**config.mk**
```make
export PLATFORM = sky130hd
export DESIGN_NAME = sixbit_ascii_codec
export DESIGN_NICKNAME = d
export VERILOG_FILES = /design/src/rtl/codec_pkg.sv /design/src/rtl/codec_char_class.sv /design/src/rtl/codec_rx_decode.sv /design/src/rtl/codec_tx_encode.sv /design/src/rtl/sixbit_ascii_codec.sv
export SDC_FILE = /design/constraint.sdc
export NUM_CORES = 1
export LEC_CHECK = 0
export BUFFER_PORTS_ARGS = -buffer_cell sky130_fd_sc_hd__buf_4
export CAP_MARGIN = 20
export CORE_MARGIN = 4
export CORE_UTILIZATION = 50
export DETAILED_ROUTE_END_ITERATION = 10
export GPL_TIMING_DRIVEN = 0
export HOLD_SLACK_MARGIN = 0.02
export PLACE_DENSITY_LB_ADDON = 0.1
export SLEW_MARGIN = 5
export SYNTH_ARGS = -nofsm -noshare
export SYNTH_HDL_FRONTEND = slang
export SYNTH_HIERARCHICAL = 1
export SYNTH_SLANG_ARGS = --single-unit
```
**constraint.sdc**
```tcl
create_clock -name clk -period 1.7 [get_ports clk]
set_clock_uncertainty 0.15 [all_clocks]
set_input_delay 0.255 -clock clk [delete_from_list [all_inputs] [get_ports clk]]
set_output_delay 0.255 -clock clk [all_outputs]
set_load 0.005 [all_outputs]
```
**src/rtl/codec_pkg.sv**
```systemverilog
package codec_pkg;

    localparam int SYM_W  = 6;
    localparam int BYTE_W = 8;

    typedef enum logic [1:0] {K_SYM, K_NL, K_DROP} char_kind_e;
    typedef enum logic {RX_EMPTY, RX_HOLD} rx_state_e;
    typedef enum logic [1:0] {TX_EMPTY, TX_SYM, TX_FILL} tx_state_e;

    // value -> printable character
    function automatic logic [BYTE_W-1:0] sym_to_char(input logic [SYM_W-1:0] v);
        logic [BYTE_W-1:0] w;
        w = {2'b00, v};
        if (v < 6'd10)       return w + 8'h30;
        else if (v < 6'd36)  return w + 8'h37;
        else if (v < 6'd62)  return w + 8'h3D;
        else if (v == 6'd62) return 8'h40;
        else                 return 8'h25;
    endfunction

    // printable character -> {hit, value}
    function automatic logic [SYM_W:0] char_to_sym(input logic [BYTE_W-1:0] c);
        logic [BYTE_W-1:0] d;
        d = '0;
        if (c >= 8'h30 && c <= 8'h39)      d = c - 8'h30;
        else if (c >= 8'h41 && c <= 8'h5A) d = c - 8'h37;
        else if (c >= 8'h61 && c <= 8'h7A) d = c - 8'h3D;
        else if (c == 8'h40)               d = 8'd62;
        else if (c == 8'h25)               d = 8'd63;
        else                               return '0;
        return {1'b1, d[SYM_W-1:0]};
    endfunction

endpackage

```
**src/rtl/codec_char_class.sv**
```systemverilog
module codec_char_class
    import codec_pkg::*;
#(
    parameter logic [BYTE_W-1:0] NL_CODE   = 8'h0A,
    parameter logic [BYTE_W-1:0] IDLE_CODE = 8'hFF
) (
    input  logic [BYTE_W-1:0] char_in,
    output char_kind_e        kind,
    output logic [SYM_W-1:0]  value
);

    logic [SYM_W:0] lookup;

    always_comb begin
        lookup = char_to_sym(char_in);
        value  = lookup[SYM_W-1:0];
        if (char_in == IDLE_CODE)  kind = K_DROP;
        else if (lookup[SYM_W])    kind = K_SYM;
        else if (char_in == NL_CODE) kind = K_NL;
        else                       kind = K_DROP;
    end

endmodule

```
**src/rtl/codec_rx_decode.sv**
```systemverilog
module codec_rx_decode
    import codec_pkg::*;
#(
    parameter logic [BYTE_W-1:0] NL_CODE   = 8'h0A,
    parameter logic [BYTE_W-1:0] IDLE_CODE = 8'hFF
) (
    input  logic              clk,
    input  logic              rst_n,
    input  logic              byte_valid,
    output logic              byte_ready,
    input  logic [BYTE_W-1:0] byte_in,
    output logic              out_valid,
    input  logic              out_ready,
    output logic [SYM_W-1:0]  out_val,
    output logic              out_nl
);

    rx_state_e        state, state_nxt;
    char_kind_e       kind;
    logic [SYM_W-1:0] cls_val;
    logic [SYM_W-1:0] hold_val;
    logic             hold_nl;
    logic             in_fire, keep;

    codec_char_class #(.NL_CODE(NL_CODE), .IDLE_CODE(IDLE_CODE)) u_class (
        .char_in (byte_in),
        .kind    (kind),
        .value   (cls_val)
    );

    assign byte_ready = (state == RX_EMPTY) || out_ready;
    assign in_fire    = byte_valid && byte_ready;
    assign keep       = in_fire && (kind != K_DROP);

    always_comb begin
        state_nxt = state;
        unique case (state)
            RX_EMPTY: state_nxt = keep ? RX_HOLD : RX_EMPTY;
            RX_HOLD:  state_nxt = (keep || !out_ready) ? RX_HOLD : RX_EMPTY;
            default:  state_nxt = RX_EMPTY;
        endcase
    end

    always_ff @(posedge clk or negedge rst_n) begin
        if (!rst_n) state <= RX_EMPTY;
        else        state <= state_nxt;
    end

    always_ff @(posedge clk or negedge rst_n) begin
        if (!rst_n) begin
            hold_val <= '0;
            hold_nl  <= 1'b0;
        end else if (keep) begin
            hold_val <= (kind == K_NL) ? '0 : cls_val;
            hold_nl  <= (kind == K_NL);
        end
    end

    always_comb begin
        out_valid = (state == RX_HOLD);
        out_val   = hold_val;
        out_nl    = hold_nl;
    end

    p_hold_stable_r7: assert property (@(posedge clk) disable iff (!rst_n)
        out_valid && !out_ready |=> out_valid && $stable(out_val) && $stable(out_nl));

    p_nl_zero_r5: assert property (@(posedge clk) disable iff (!rst_n)
        out_valid && out_nl |-> out_val == '0);

    p_drop_r6: assert property (@(posedge clk) disable iff (!rst_n)
        !out_valid && byte_valid && byte_ready && kind == K_DROP |=> !out_valid);

    p_latency_r12: assert property (@(posedge clk) disable iff (!rst_n)
        byte_valid && byte_ready && kind != K_DROP |=> out_valid);

endmodule

```
**src/rtl/codec_tx_encode.sv**
```systemverilog
module codec_tx_encode
    import codec_pkg::*;
#(
    parameter logic [BYTE_W-1:0] NL_CODE   = 8'h0A,
    parameter logic [BYTE_W-1:0] IDLE_CODE = 8'hFF
) (
    input  logic              clk,
    input  logic              rst_n,
    input  logic              sym_valid,
    output logic              sym_ready,
    input  logic [SYM_W-1:0]  sym_val,
    input  logic              sym_nl,
    input  logic              fill_en,
    output logic              out_valid,
    input  logic              out_ready,
    output logic [BYTE_W-1:0] out_byte
);

    tx_state_e         state, state_nxt;
    logic [BYTE_W-1:0] hold_byte;
    logic              slot_free, load_sym, load_fill;

    assign slot_free = (state == TX_EMPTY) || out_ready;
    assign load_sym  = slot_free && sym_valid;
    assign load_fill = slot_free && !sym_valid && fill_en;

    always_comb begin
        state_nxt = state;
        unique case (state)
            TX_EMPTY, TX_SYM, TX_FILL: begin
                if (load_sym)        state_nxt = TX_SYM;
                else if (load_fill)  state_nxt = TX_FILL;
                else if (slot_free)  state_nxt = TX_EMPTY;
            end
            default: state_nxt = TX_EMPTY;
        endcase
    end

    always_ff @(posedge clk or negedge rst_n) begin
        if (!rst_n) state <= TX_EMPTY;
        else        state <= state_nxt;
    end

    always_ff @(posedge clk or negedge rst_n) begin
        if (!rst_n)         hold_byte <= '0;
        else if (load_sym)  hold_byte <= sym_nl ? NL_CODE : sym_to_char(sym_val);
        else if (load_fill) hold_byte <= IDLE_CODE;
    end

    always_comb begin
        sym_ready = slot_free;
        out_valid = (state != TX_EMPTY);
        out_byte  = hold_byte;
    end

    p_tx_stable_r10: assert property (@(posedge clk) disable iff (!rst_n)
        out_valid && !out_ready |=> out_valid && $stable(out_byte));

    p_sym_first_r10: assert property (@(posedge clk) disable iff (!rst_n)
        (!out_valid || out_ready) && sym_valid |=> out_valid && out_byte != IDLE_CODE);

    p_no_fill_r9: assert property (@(posedge clk) disable iff (!rst_n)
        (!out_valid || out_ready) && !sym_valid && !fill_en |=> !out_valid);

    p_nl_code_r8: assert property (@(posedge clk) disable iff (!rst_n)
        sym_valid && sym_ready && sym_nl |=> out_byte == NL_CODE);

endmodule

```
**src/rtl/sixbit_ascii_codec.sv**
```systemverilog
module sixbit_ascii_codec
    import codec_pkg::*;
#(
    parameter logic [7:0] NL_CODE   = 8'h0A,
    parameter logic [7:0] IDLE_CODE = 8'hFF
) (
    input  logic       clk,
    input  logic       rst_n,
    input  logic       rx_byte_valid,
    output logic       rx_byte_ready,
    input  logic [7:0] rx_byte,
    output logic       sym_out_valid,
    input  logic       sym_out_ready,
    output logic [5:0] sym_out,
    output logic       sym_out_nl,
    input  logic       sym_in_valid,
    output logic       sym_in_ready,
    input  logic [5:0] sym_in,
    input  logic       sym_in_nl,
    input  logic       idle_fill_en,
    output logic       tx_byte_valid,
    input  logic       tx_byte_ready,
    output logic [7:0] tx_byte
);

    codec_rx_decode #(.NL_CODE(NL_CODE), .IDLE_CODE(IDLE_CODE)) u_rx (
        .clk        (clk),
        .rst_n      (rst_n),
        .byte_valid (rx_byte_valid),
        .byte_ready (rx_byte_ready),
        .byte_in    (rx_byte),
        .out_valid  (sym_out_valid),
        .out_ready  (sym_out_ready),
        .out_val    (sym_out),
        .out_nl     (sym_out_nl)
    );

    codec_tx_encode #(.NL_CODE(NL_CODE), .IDLE_CODE(IDLE_CODE)) u_tx (
        .clk       (clk),
        .rst_n     (rst_n),
        .sym_valid (sym_in_valid),
        .sym_ready (sym_in_ready),
        .sym_val   (sym_in),
        .sym_nl    (sym_in_nl),
        .fill_en   (idle_fill_en),
        .out_valid (tx_byte_valid),
        .out_ready (tx_byte_ready),
        .out_byte  (tx_byte)
    );

endmodule

```
# Yosys cells after proc, flatten, opt, wreduce, memory -nomap -nowiden
# Index checks and enable logic that the tools add are counted.
[totals]
wordCells = 82
ff_bits = 18
input_bits = 22
[classes]
n_bitwise = 1
n_addsub = 6
mux = 34
reduce_logical = 17
n_eq_ne = 10
order_cmp = 9
[op_table]
columns = ["operator", "count"]
rows = [
  ["$mux 7", 7],
  ["$mux 8", 6],
  ["$mux 6", 6],
  ["$add 6x6->7 const B", 3],
  ["$sub 6x6->6 const B", 3],
  ["$ge 8x7->1 const B", 2],
  ["$le 8x7->1 const B", 2],
  ["$mux 2", 7],
  ["$lt 6x6->1 const B", 2],
  ["$eq 8x4->1 const B", 1],
  ["$eq 8x6->1 const B", 1],
  ["$eq 8x7->1 const B", 1],
  ["$eq 8x8->1 const B", 1],
  ["$ge 8x6->1 const B", 1],
  ["$le 8x6->1 const B", 1],
  ["$logic_and 1x1->1", 8],
  ["$mux 1", 7],
  ["$eq 6x6->1 const B", 1],
  ["$lt 6x4->1 const B", 1],
  ["$eq 2x1->1 const B", 2],
  ["$ne 4x1->1 const B", 1],
  ["$reduce_bool 2->1", 2],
  ["$logic_or 1x1->1", 3],
  ["$reduce_or 3->1", 1],
  ["6 further kinds", 7],
]

# Longest topological paths before layout
# Gate-level depths: netlist of the first run.
[depth]
word_depth = 14
ltp_mapped = 11
depth_no_buf = 10

# Modules after synthesis
# Netlist of the first run, hierarchy kept.
[by_module_without_submodules]
columns = ["mod", "area_each_um2", "instances", "cells_each", "seq_area_each_um2"]
rows = [
  ["codec_tx_encode", 883.3, 1, 108, 250.2],
  ["codec_char_class", 713.2, 1, 95, 0.0],
  ["codec_rx_decode", 372.9, 1, 35, 200.2],
]

# Worst setup path before layout of the first run
# Ideal clock, no wire load.
[synth_timing]
kind = "input port to flip-flop"
from = "input port rx_byte[1]"
to = "register u_rx.hold_nl, in the netlist u_rx/out_nl"
path_stages = 11
path_buffers = 1
arrival_time_ps = 2276
slack_ps = -857
cell_sequence = "inv_1 ha_1 or4b_4 a22oi_4 o211ai_4 or3_1 nor2b_1 inv_1 o211a_1 buf_6 mux2i_1"
[synth_between]
elab_chain_cells = 11
word_cells_on_any_way = 25
classes_between = "order compare (6); eq/ne (6); mux (9); reduce/logical (4)"
[synth_rtl]
columns = ["element", "line", "text"]
rows = [
  ["start, declared", "sixbit_ascii_codec.sv:11", "input logic [7:0] rx_byte,"],
  ["branches (longest 8 deep; another with $ge 8x7->1)", "--", ""],
  ["$mux 2 *", "codec_char_class.sv:17", "if (char_in == IDLE_CODE) kind = K_DROP;"],
  ["net u_rx.kind[1]", "codec_rx_decode.sv:19", "char_kind_e kind;"],
  ["$ne 2x2->1", "codec_rx_decode.sv:33", "assign keep = in_fire && (kind != K_DROP);"],
  ["$logic_and 1x1->1", "codec_rx_decode.sv:33", ""],
  ["end signal, assigned", "codec_rx_decode.sv:55", "hold_nl <= (kind == K_NL);"],
  ["end, declared", "codec_rx_decode.sv:22", "logic hold_nl;"],
]
# Mark *: on every way through the listed nets, which the timed path passes.
# A chain may end at the register's enable or synchronous reset.

# Final worst setup path of the first run
[layout_timing]
from = "input port rx_byte[1]"
to = "register u_rx.hold_val[0], in the netlist u_rx/out_val[0]"
[layout_between]
elab_chain_cells = 11
word_cells_on_any_way = 31
classes_between = "order compare (6); eq/ne (6); mux (15); reduce/logical (4)"
[layout_rtl]
columns = ["element", "line", "text"]
rows = [
  ["branches (longest 8 deep; another with $ge 8x7->1)", "--", ""],
  ["$mux 2 *", "codec_char_class.sv:17", ""],
  ["net u_rx.kind[1]", "codec_rx_decode.sv:19", ""],
  ["$eq 2x1->1 or $ne 2x2->1 (tied branches)", "codec_rx_decode.sv:54, codec_rx_decode.sv:33", ""],
  ["$mux 6 or $logic_and 1x1->1 (tied branches)", "codec_rx_decode.sv:54, codec_rx_decode.sv:33", ""],
  ["end signal, assigned", "codec_rx_decode.sv:54", "hold_val <= (kind == K_NL) ? '0 : cls_val;"],
  ["end, declared", "codec_rx_decode.sv:21", "logic [SYM_W-1:0] hold_val;"],
]
# Marks and branches as above.

==> flow_metrics.tcl, run 1 <==
set metrics [dict create \
    die_w_um 70.8 \
    syn_area_mm2 0.00197 \
    grt_pass1_wl_um 7870 \
    first_global_vias 1655 \
    finalCriticalPeriod_ps 2390 \
    cts_tree "built" \
    row_count 22 \
    hold_class "input port to register" \
    drc 0 \
    grt_max_degree 19 \
    max_freq_mhz 419 \
    antenna_found_initial 0 \
    area_growth_pct 32.3 \
    r2r_setup_slack_ps 190 \
    synthSimpleGateAreaFrac_pct 22.7 \
    power.switching_uw 509 \
    yosysTopAreaCell "dfrtp_1" \
    hold_violations 0 \
    relSlewSlack_pct 54.6 \
    tns_ps -5130 \
    crit_buf_inv 4 \
    clk_latency_ps 250 \
    crit_slowest_cell "or4b_4" \
    viasPerCell 5.67 \
    maxSlewViolCount 0 \
    core_area_mm2 0.00374 \
    worstPathRequired_ps 1680 \
    worstPathCellList "buf_12 > inv_12 > ha_4 > or4b_4 > a2bb2oi_4 > nor3_4 > or3_4 > nor2b_4 > inv_1 > o211a_1 > buf_6 > mux2i_1" \
    gr-total-overflow 0 \
    drt_iter0_drc 115 \
    track_usage_pct 18.8 \
    wl_per_cell_um 14.4 \
    clkTransAtPathRegs_ps 60 \
    clockBufferDepth 2 \
    die_h_um 70.8 \
    synth_edf_count 0 \
    critical_path_class "input port to register" \
    h-tree-depth 1 \
    gp_congestion 0.885 \
    dp_hpwl_um 3550 \
    switching_share_pct 32.3 \
    max-vdd-ir-drop_uv 282 \
    startpoint_type "input port" \
    cpPeakStageDelay_ps 530 \
    rsz0062_at_grt "yes" \
    synth_xor_area_share_pct 4.00 \
    synthTopCellsByArea "dfrtp_1 (23%), ha_1 (9.5%), mux2i_1 (4.6%)" \
    die-area_mm2 0.00501 \
    crit_path_end_kind "register" \
    ys_seq_area_share_pct 22.9 \
    p_seq_share_pct 35.5 \
    fin_crit_sh_pct 140 \
    synth_mux_area_share_pct 4.57 \
    power_uw 1580 \
    pwr-share-clk_pct 21.4 \
    yosysTopAreaCellShare_pct 22.9 \
    power.density_mw_per_mm2 605 \
    initial_utilization_pct 52.6 \
    ys_ff_latch 18 \
    setup_viol 8 \
    pin_count 41 \
    synth_cell_types 62 \
    vias 1917 \
    async_flop_share_pct 100 \
    crit_family "simple AND/OR/NAND/NOR gates" \
    outcome "finished with violations" \
    p_int_uw 1070 \
    root_buffer "clkbuf_8" \
    cp.arrival_ps 2370 \
    setup_ws_ps -685 \
    netlist_instances 238 \
    cts_made_buffers 3 \
    violations "negative setup slack" \
    drive_above_1_share_pct 30.7 \
    synth_nets 275 \
    dr.pass1.iters 4 \
    hold_ws_ps 70.2 \
    synth_compound_area_share_pct 29.0 \
    crit_fanout 7 \
    wl_um 4870 \
    p_leak_uw 0.00115 \
    ant_nets 0 \
    synth_fa_ha_area_share_pct 9.53 \
    drv_cap 0 \
    combinationalPowerShare_pct 43.0 \
    synth_top_family_by_area "compound AO/OA/AOI/OAI gates" \
    yosys_warnings 6 \
    synth_ff_type "dfrtp_1" \
    tightestPinTransition_ps 681 \
    diodes 0 \
    cts_sinks 18 \
    fin_util_pct 69.6 \
    synth_area_per_cell_um2 8.27 \
    io_buffer_count 40 \
    nNetsFinal 328 \
]
## power groups by stage
stage	clock network [uW]	registers (uW)	logic, uW
2_1_floorplan	0	568	342
3_5_place_dp	0	566	623
3_3_place_gp	0	565	615
6_report	338	560	679
5_1_grt	379	572	746
4_1_cts	349	558	649
## sequential cells by signal, indices dropped and copies added (netlist names)
signal	flops
u_tx/out_byte	8
u_rx/out_val	6
u_tx/state	2
u_rx/out_valid	1
u_rx/out_nl	1
## final timing paths
path,start,cells past startpoint,end
setup / recovery,rx_byte[1],12,u_rx/out_val[0]$_DFFE_PN0P_
hold / removal,tx_byte_ready,2,u_tx/state[0]$_DFFE_PN0P_
setup reg to reg,u_tx/state[1]$_DFFE_PN0P_,5,u_tx/out_byte[2]$_DFFE_PN0P_
hold reg to reg,u_rx/out_nl$_DFFE_PN0P_,2,u_rx/out_nl$_DFFE_PN0P_
max in group asynchronous,rst_n,2,u_tx/out_byte[7]$_DFFE_PN0P_
min in group asynchronous,rst_n,2,u_tx/state[0]$_DFFE_PN0P_
## layout by cell type (no fill, tap or decap), types with 3 or more instances in the layout
cell type   n
buf_4      49
a211oi_1    4
nand4_1     4
nor2_1     14
buf_6       3
and3_1      3
mux2i_1     9
o21ai_0    13
or3_1       6
inv_1      17
clkbuf_8    4
xnor2_1     7
nand2_1    19
ha_1       12
o211ai_1    3
o2111ai_1   4
nor2b_1     6
o21ai_1     5
a21oi_1    14
dfrtp_1    18
ha_4        3
a31oi_1     5
nor3_1      3
nand3_1     4
nand3b_1    3
a21o_1      3
## synthesized netlist by cell type (3+ instances only)
master and n:
a211oi_1 6, a21o_1 3, a21oi_1 15, a31oi_1 6
and3_1 3, buf_4 3, buf_6 3, dfrtp_1 18
ha_1 15, inv_1 19, mux2i_1 9, nand2_1 20
nand3_1 4, nand3b_1 3, nand4_1 4, nor2_1 15
nor2b_1 7, nor3_1 3, o2111ai_1 4, o211ai_1 3
o21ai_0 14, o21ai_1 4, or3_1 7, xnor2_1 7
## stage by stage
stage | setup slack, ps | instances | instance area [um2]
6_report | -685 | 338 | 2610
3_3_place_gp | -1060 | 326 | 2390
4_1_cts | -807 | 337 | 2530
2_1_floorplan | -747 | 238 | 2030
5_1_grt | -761 | 338 | 2610
3_5_place_dp | -1110 | 326 | 2390
## kinds of logic (layout without fill, tap and decap cells)
family | count (synthesis) | after routing
fa+ha+maj | 15 | 15
compound gates | 77 | 77
simple gates | 81 | 81
xor+xnor | 9 | 9
flops | 18 | 18
mux | 9 | 9
buf+inv | 29 | 81
## metal layers
metal / wire length (um) / track usage, % / vias up / part of all wire, %
met3: 240 / 2.41 / 4 / 4.9
met2: 2140 / 28.7 / 46 / 44
li1: - / - / 979 / -
met5: 0 / 0 / - / 0
met1: 2430 / 28.4 / 888 / 50
met4: 53 / 3.76 / 0 / 1.1
## what timing repair did
action / CTS / global route
hold buffers: 1 / 0
endpoints found under the setup margin: 11 / 16
setup buffers: 6 / 2
pin swaps: 7 / 6
endpoints found under the hold margin: 18 / 0
cloned: 0 / 0
resized for setup: 8 / 15
## layout make-up
class                           count  area, um2
Sequential cell                    18        450
Timing Repair Buffer               49        395
Multi-Input combinational cell    191       1480
Clock buffer                        4       55.1
Buffer                              8       66.3
Inverter                           20       95.1
Fill cell                         335       1140
Tap cell                           48       60.1
(Power assumes the default switching activity.)
==> run 2: changes to the inputs <==
--- a/config.mk
+++ b/config.mk
@@ -5,10 +5,11 @@
 export SDC_FILE = /design/constraint.sdc
 export NUM_CORES = 1
 export LEC_CHECK = 0
+export ABC_AREA = 1
 export BUFFER_PORTS_ARGS = -buffer_cell sky130_fd_sc_hd__buf_4
 export CAP_MARGIN = 20
 export CORE_MARGIN = 4
-export CORE_UTILIZATION = 50
+export CORE_UTILIZATION = 51
 export DETAILED_ROUTE_END_ITERATION = 10
 export GPL_TIMING_DRIVEN = 0
 export HOLD_SLACK_MARGIN = 0.02
==> run 2 against run 1 <==
Clock power rose by 3%. Largest power group unchanged. Highest routed layer unchanged. Critical path depth increased by 2. The flow still finishes with violations (negative setup slack). Clock-buffer cell count unchanged. Die area up 4.4%. Area after synthesis rose by 7.1%. Non-clock buffer count shrank 1.
==> flow_metrics.tcl, run 2 <==
set metrics [dict create \
    diodes 0 \
    drv_cap 0 \
    cts_tree "built" \
    ant_nets 0 \
    max_freq_mhz 555 \
    io_buffer_count 38 \
    viasPerCell 5.20 \
    die_h_um 72.3 \
    drive_above_1_share_pct 28.6 \
    tightestPinTransition_ps 303 \
    violations "negative setup slack" \
    root_buffer "clkbuf_8" \
    maxSlewViolCount 0 \
    clockBufferDepth 2 \
    initial_utilization_pct 52.7 \
    h-tree-depth 1 \
    synth_ff_type "dfrtp_1" \
    setup_ws_ps -103 \
    cts_made_buffers 3 \
    crit_fanout 7 \
    fillers 357 \
    drt_iter0_drc 96 \
    row_count 23 \
    power_uw 1710 \
    cts_sinks 18 \
    critical_path_class "input port to register" \
    netlist_instances 341 \
    crit_path_end_kind "register" \
    startpoint_type "input port" \
    drc 0 \
    power.density_mw_per_mm2 612 \
    core_area_mm2 0.00400 \
    synth_cell_types 30 \
    yosys_warnings 6 \
    clkTransAtPathRegs_ps 70 \
    wl_per_cell_um 12.0 \
    largest_reg_flops 8 \
    track_usage_pct 21.6 \
    rsz0062_at_grt "yes" \
    async_flop_share_pct 100 \
    synth_area_per_cell_um2 6.18 \
    yosysTopAreaCellShare_pct 21.4 \
    final_common_cell "nand2_1" \
    synth_edf_count 0 \
    grt_pass1_wl_um 9340 \
    synth_most_common_cell "nand2_1" \
    synth_nets 378 \
    final_cells 445 \
    nNetsFinal 433 \
    area_growth_pct 32.2 \
    worstPathRequired_ps 1740 \
    syn_area_mm2 0.00211 \
    outcome "finished with violations" \
    clk_latency_ps 250 \
    p_leak_uw 0.00150 \
    relSlewSlack_pct 79.8 \
    yosysTopAreaCell "dfrtp_1" \
    max-vdd-ir-drop_uv 444 \
    synthTopCellsByArea "dfrtp_1 (21%), nand2_1 (19%), ha_1 (8.9%)" \
    dr.pass1.iters 4 \
    hold_class "input port to register" \
    dp_hpwl_um 4010 \
    worstPathCellList "buf_4 > ha_1 > a21oi_2 > inv_1 > nand3_4 > a21oi_4 > buf_4 > nor2_2 > nor2_1 > nor2_1 > inv_1 > nor2_2 > nand2_2 > nand2_1" \
    cp.arrival_ps 1850 \
    die-area_mm2 0.00523 \
    dp.cells 429 \
    synth_top_cells_by_count "nand2_1 (108), inv_1 (44), nand3_1 (37), nor2_1 (35), dfrtp_1 (18)" \
    finalCriticalPeriod_ps 1800 \
    vias 2315 \
    ys_seq_area_share_pct 21.4 \
    antenna_found_initial 0 \
    ys_ff_latch 18 \
    hold_ws_ps 120 \
    grt_max_degree 19 \
    layout_common_cells "nand2_1 (103), buf_4 (48), inv_1 (39), nand3_1 (36), nor2_1 (29)" \
    crit_slowest_cell "a21oi_2" \
    gp_congestion 0.901 \
    setup_viol 7 \
    fin_util_pct 69.7 \
    gr-total-overflow 0 \
    first_global_vias 2228 \
    pin_count 41 \
    die_w_um 72.3 \
    hold_violations 0 \
    cpPeakStageDelay_ps 220 \
    wl_um 5320 \
    fin_crit_sh_pct 106 \
]
==> run 2: final timing paths <==
path,start,endpoint,slack [ps],cells after the start
worst min-delay path,rx_byte_valid,u_rx/out_valid$_DFF_PN0_,120,3
max in group asynchronous,rst_n,u_rx/out_val[0]$_DFFE_PN0P_,950,2
worst max-delay path,rx_byte[5],u_rx/out_val[4]$_DFFE_PN0P_,-100,14
worst max register to register,u_tx/state[0]$_DFFE_PN0P_,u_tx/out_byte[2]$_DFFE_PN0P_,170,10
worst min register to register,u_rx/out_val[4]$_DFFE_PN0P_,u_rx/out_val[4]$_DFFE_PN0P_,320,2
min in group asynchronous,rst_n,u_tx/out_byte[5]$_DFFE_PN0P_,250,2
==> run 2: final cells by class <==
cell class	count	area, um2	area share (%)
multi-input combinational	263	1540	55.2
sequential	18	450	16.2
timing repair buffer	50	402	14.4
inverter	54	215	7.72
buffer	6	63.8	2.29
tap	50	62.6	2.25
clock buffer	4	55.1	1.98
==> run 2: what timing repair did <==
| action | CTS | global route |
|---|---|---|
| hold endpoints to repair | 18 | 0 |
| gates cloned | 0 | 0 |
| hold buffers | 1 | 0 |
| setup endpoints to repair | 8 | 10 |
| gates resized for setup | 19 | 9 |
| buffers inserted | 9 | 2 |
| pin swaps | 11 | 8 |
==> run 2: where the power goes <==
part / switching, uW / leakage [uW] / internal [uW]
registers: 51.7 / 0.000218 / 514
logic: 421 / 0.00126 / 370
clock network: 143 / 0.0000288 / 206
==> run 2: worst max-delay path, delay by kind of cell <==
family,cells,cell delay (ps)
AO/OA/AOI/OAI,2,300
adder cells (fa/ha/maj),1,210
buffers and inverters,4,470
AND/OR/NAND/NOR,7,610
==> run 2: cell families (layout without fill, tap and decap cells) <==
group / after synthesis / after routing / share of synthesized area [%]
AO/OA/AOI/OAI: 34 / 34 / 9.38
XOR/XNOR: 6 / 6 / 2.49
adder cells (fa/ha/maj): 15 / 15 / 8.90
buffers and inverters: 60 / 114 / 12.3
flip-flops: 18 / 18 / 21.4
AND/OR/NAND/NOR: 208 / 208 / 45.5
==> run 2: metal layers <==
layer	up-vias	part of all wire (%)	track usage, %
met2	56	51	38.7
met3	6	4.6	3.32
li1	1174	-	-
met1	1079	43	26.8
met5	-	0	0
met4	0	1.1	6.05
==> run 2: through the flow <==
step	setup slack (ps)	setup TNS (ps)	area (um2)
after floorplan	-146	-1040	2180
final	-103	-668	2790
after global placement	-509	-3870	2520
after CTS	-112	-736	2740
after global routing	-242	-1710	2790
after detailed placement	-536	-4280	2520
==> run 3: changes to the inputs <==
--- a/config.mk
+++ b/config.mk
@@ -13,7 +13,7 @@
 export DETAILED_ROUTE_END_ITERATION = 10
 export GPL_TIMING_DRIVEN = 0
 export HOLD_SLACK_MARGIN = 0.02
-export PLACE_DENSITY_LB_ADDON = 0.1
+export PLACE_DENSITY = 0.78
 export SLEW_MARGIN = 5
 export SYNTH_ARGS = -nofsm -noshare
 export SYNTH_HDL_FRONTEND = slang
==> run 3 against run 2 <==
The run still ends with negative setup slack left. Clock-buffer cell count stayed put. Clock power is 2% lower. Flip-flop and latch count stayed put. Via count is 1.9% higher. First-iteration DRC count is 20% higher. Sequential power hardly changed. Final cell count is 0.45% higher. Die area stayed put. Power hardly changed. Critical path type unchanged. Critical endpoint is now u_rx/out_val[1]$_DFFE_PN0P_. Highest routed layer unchanged.
==> flow_metrics.tcl, run 3 (synthesized netlist as in run 2, its figures left out) <==
set metrics [dict create \
    fin_crit_sh_pct 106 \
    pwr-share-clk_pct 20.0 \
    root_buffer "clkbuf_8" \
    hold_class "input port to register" \
    fillers 340 \
    wl_um 5350 \
    pin_count 41 \
    r2r_cells 10 \
    fin_util_pct 70.1 \
    outcome "finished with violations" \
    ant_nets 0 \
    cts_sinks 18 \
    clk_latency_ps 250 \
    antenna_found_initial 0 \
    switching_share_pct 36.1 \
    dp_hpwl_um 3910 \
    gp_congestion 0.943 \
    diodes 0 \
    relSlewSlack_pct 66.4 \
    gr-total-overflow 0 \
    io_buffer_count 38 \
    timing.rr.start "u_tx/state[0]$_DFFE_PN0P_" \
    die_h_um 72.3 \
    crit_start "rx_byte[0]" \
    crit_end "u_rx/out_val[1]$_DFFE_PN0P_" \
    final_cell_area_mm2 0.00280 \
    rsz0062_at_grt "yes" \
    first_global_vias 2298 \
    tightestPinTransition_ps 504 \
    viasPerCell 5.28 \
    max-vdd-ir-drop_uv 395 \
    cp.arrival_ps 1790 \
    max_freq_mhz 557 \
    h-tree-depth 1 \
    r2r_setup_slack_ps 200 \
    vias 2360 \
    drive_above_1_share_pct 29.5 \
    violations "negative setup slack" \
    cts_tree "built" \
    startpoint_type "input port" \
    area_growth_pct 32.9 \
    clockBufferDepth 2 \
    placed_area_mm2 0.00252 \
    combinationalPowerShare_pct 46.7 \
    grt_max_degree 19 \
    setup_viol 7 \
    layout_common_cells "nand2_1 (103), buf_4 (48), inv_1 (38), nand3_1 (36), nor2_1 (29)" \
    drc 0 \
    die-area_mm2 0.00523 \
    largest_reg_flops 8 \
    power.switching_uw 616 \
    grt_pass1_wl_um 9290 \
    hold_violations 0 \
    final_common_cell "nand2_1" \
    p_seq_share_pct 33.3 \
    core_area_mm2 0.00400 \
    maxSlewViolCount 0 \
    crit_fanout 7 \
    wl_per_cell_um 12.0 \
    p_leak_uw 0.00151 \
    clkTransAtPathRegs_ps 70 \
    finalCriticalPeriod_ps 1800 \
    row_count 23 \
    track_usage_pct 21.4 \
    crit_path_end_kind "register" \
    initial_utilization_pct 52.7 \
    critical_path_class "input port to register" \
    die_w_um 72.3 \
    cts_made_buffers 3 \
    drv_cap 0 \
    nNetsFinal 435 \
    worst_r2r_endpoint "u_tx/out_byte[0]$_DFFE_PN0P_" \
    drt_iter0_drc 115 \
    p_int_uw 1090 \
    setup_ws_ps -95.9 \
    dr.pass1.iters 4 \
    worstPathRequired_ps 1690 \
    power.density_mw_per_mm2 609 \
]
-- run 3: worst min path at each step --
| stage | startpoint | to | slack (ps) | cells after the start |
|---|---|---|---|---|
| floorplan | rst_n | u_rx/out_nl$_DFFE_PN0P_ | -190 | 0 |
| global placement | rst_n | u_tx/out_byte[5]$_DFFE_PN0P_ | -10 | 1 |
| detailed placement | rst_n | u_tx/out_byte[5]$_DFFE_PN0P_ | -20 | 1 |
| CTS | rx_byte_valid | u_rx/out_valid$_DFF_PN0_ | 120 | 3 |
| global route | rx_byte_valid | u_rx/out_valid$_DFF_PN0_ | 120 | 3 |
| finish | rx_byte_valid | u_rx/out_valid$_DFF_PN0_ | 120 | 3 |
-- run 3: power groups by stage --
stage	logic, uW	registers [uW]	clock network (uW)
after floorplan	435	574	0
after global placement	712	572	0
after detailed placement	725	576	0
after CTS	778	568	347
after global routing	889	579	370
final	796	567	342
-- run 3: stage by stage --
stage | hold WS [ps] | instances | TNS (ps) | total power, uW | setup slack, ps
detailed placement | -15.1 | 429 | -3970 | 1300 | -519
global placement | -14.6 | 429 | -3740 | 1280 | -491
CTS | 122 | 446 | -706 | 1690 | -105
floorplan | -191 | 341 | -1040 | 1010 | -146
global route | 119 | 447 | -1540 | 1840 | -228
finish | 122 | 447 | -621 | 1710 | -95.9
-- run 3: area by class of cell --
class	count	area (um2)	share of cell area, %
sequential	18	450	16.1
multi-input combinational	264	1550	55.4
clock buffer	4	55.1	1.96
timing repair buffer	51	400	14.3
tap	50	62.6	2.23
buffer	6	61.3	2.19
inverter	54	219	7.81
-- run 3: timing repair --
| action | 4_1_cts | 5_1_grt |
|---|---|---|
| resized for setup | 21 | 13 |
| hold endpoints to repair | 18 | 0 |
| pin swaps | 13 | 9 |
| hold buffers | 1 | 0 |
| setup buffers | 11 | 1 |
| setup endpoints to repair | 8 | 10 |
| gates cloned | 1 | 0 |
-- run 3: worst max-delay path, cell delays in order --
cell and delay (ps):
buf_8 100, clkinvlp_4 90, ha_4 160, inv_2 40
nor2_1 70, nand2_1 90, nand2_2 90, nand2_4 70
a21oi_4 170, nand3_4 110, nor2_4 90, inv_2 60
nor2_4 200, nor2_2 60, nand2_2 70, nand2_1 50
-- run 3: metal layers --
layer  vias up  part of all wire (%)  GRT usage [%]
li1       1184                     -              -
met1      1086                    43           26.7
met2        78                    50           37.3
met3        12                   5.1           2.91
met4         0                   2.1           8.35
met5         -                     0              0
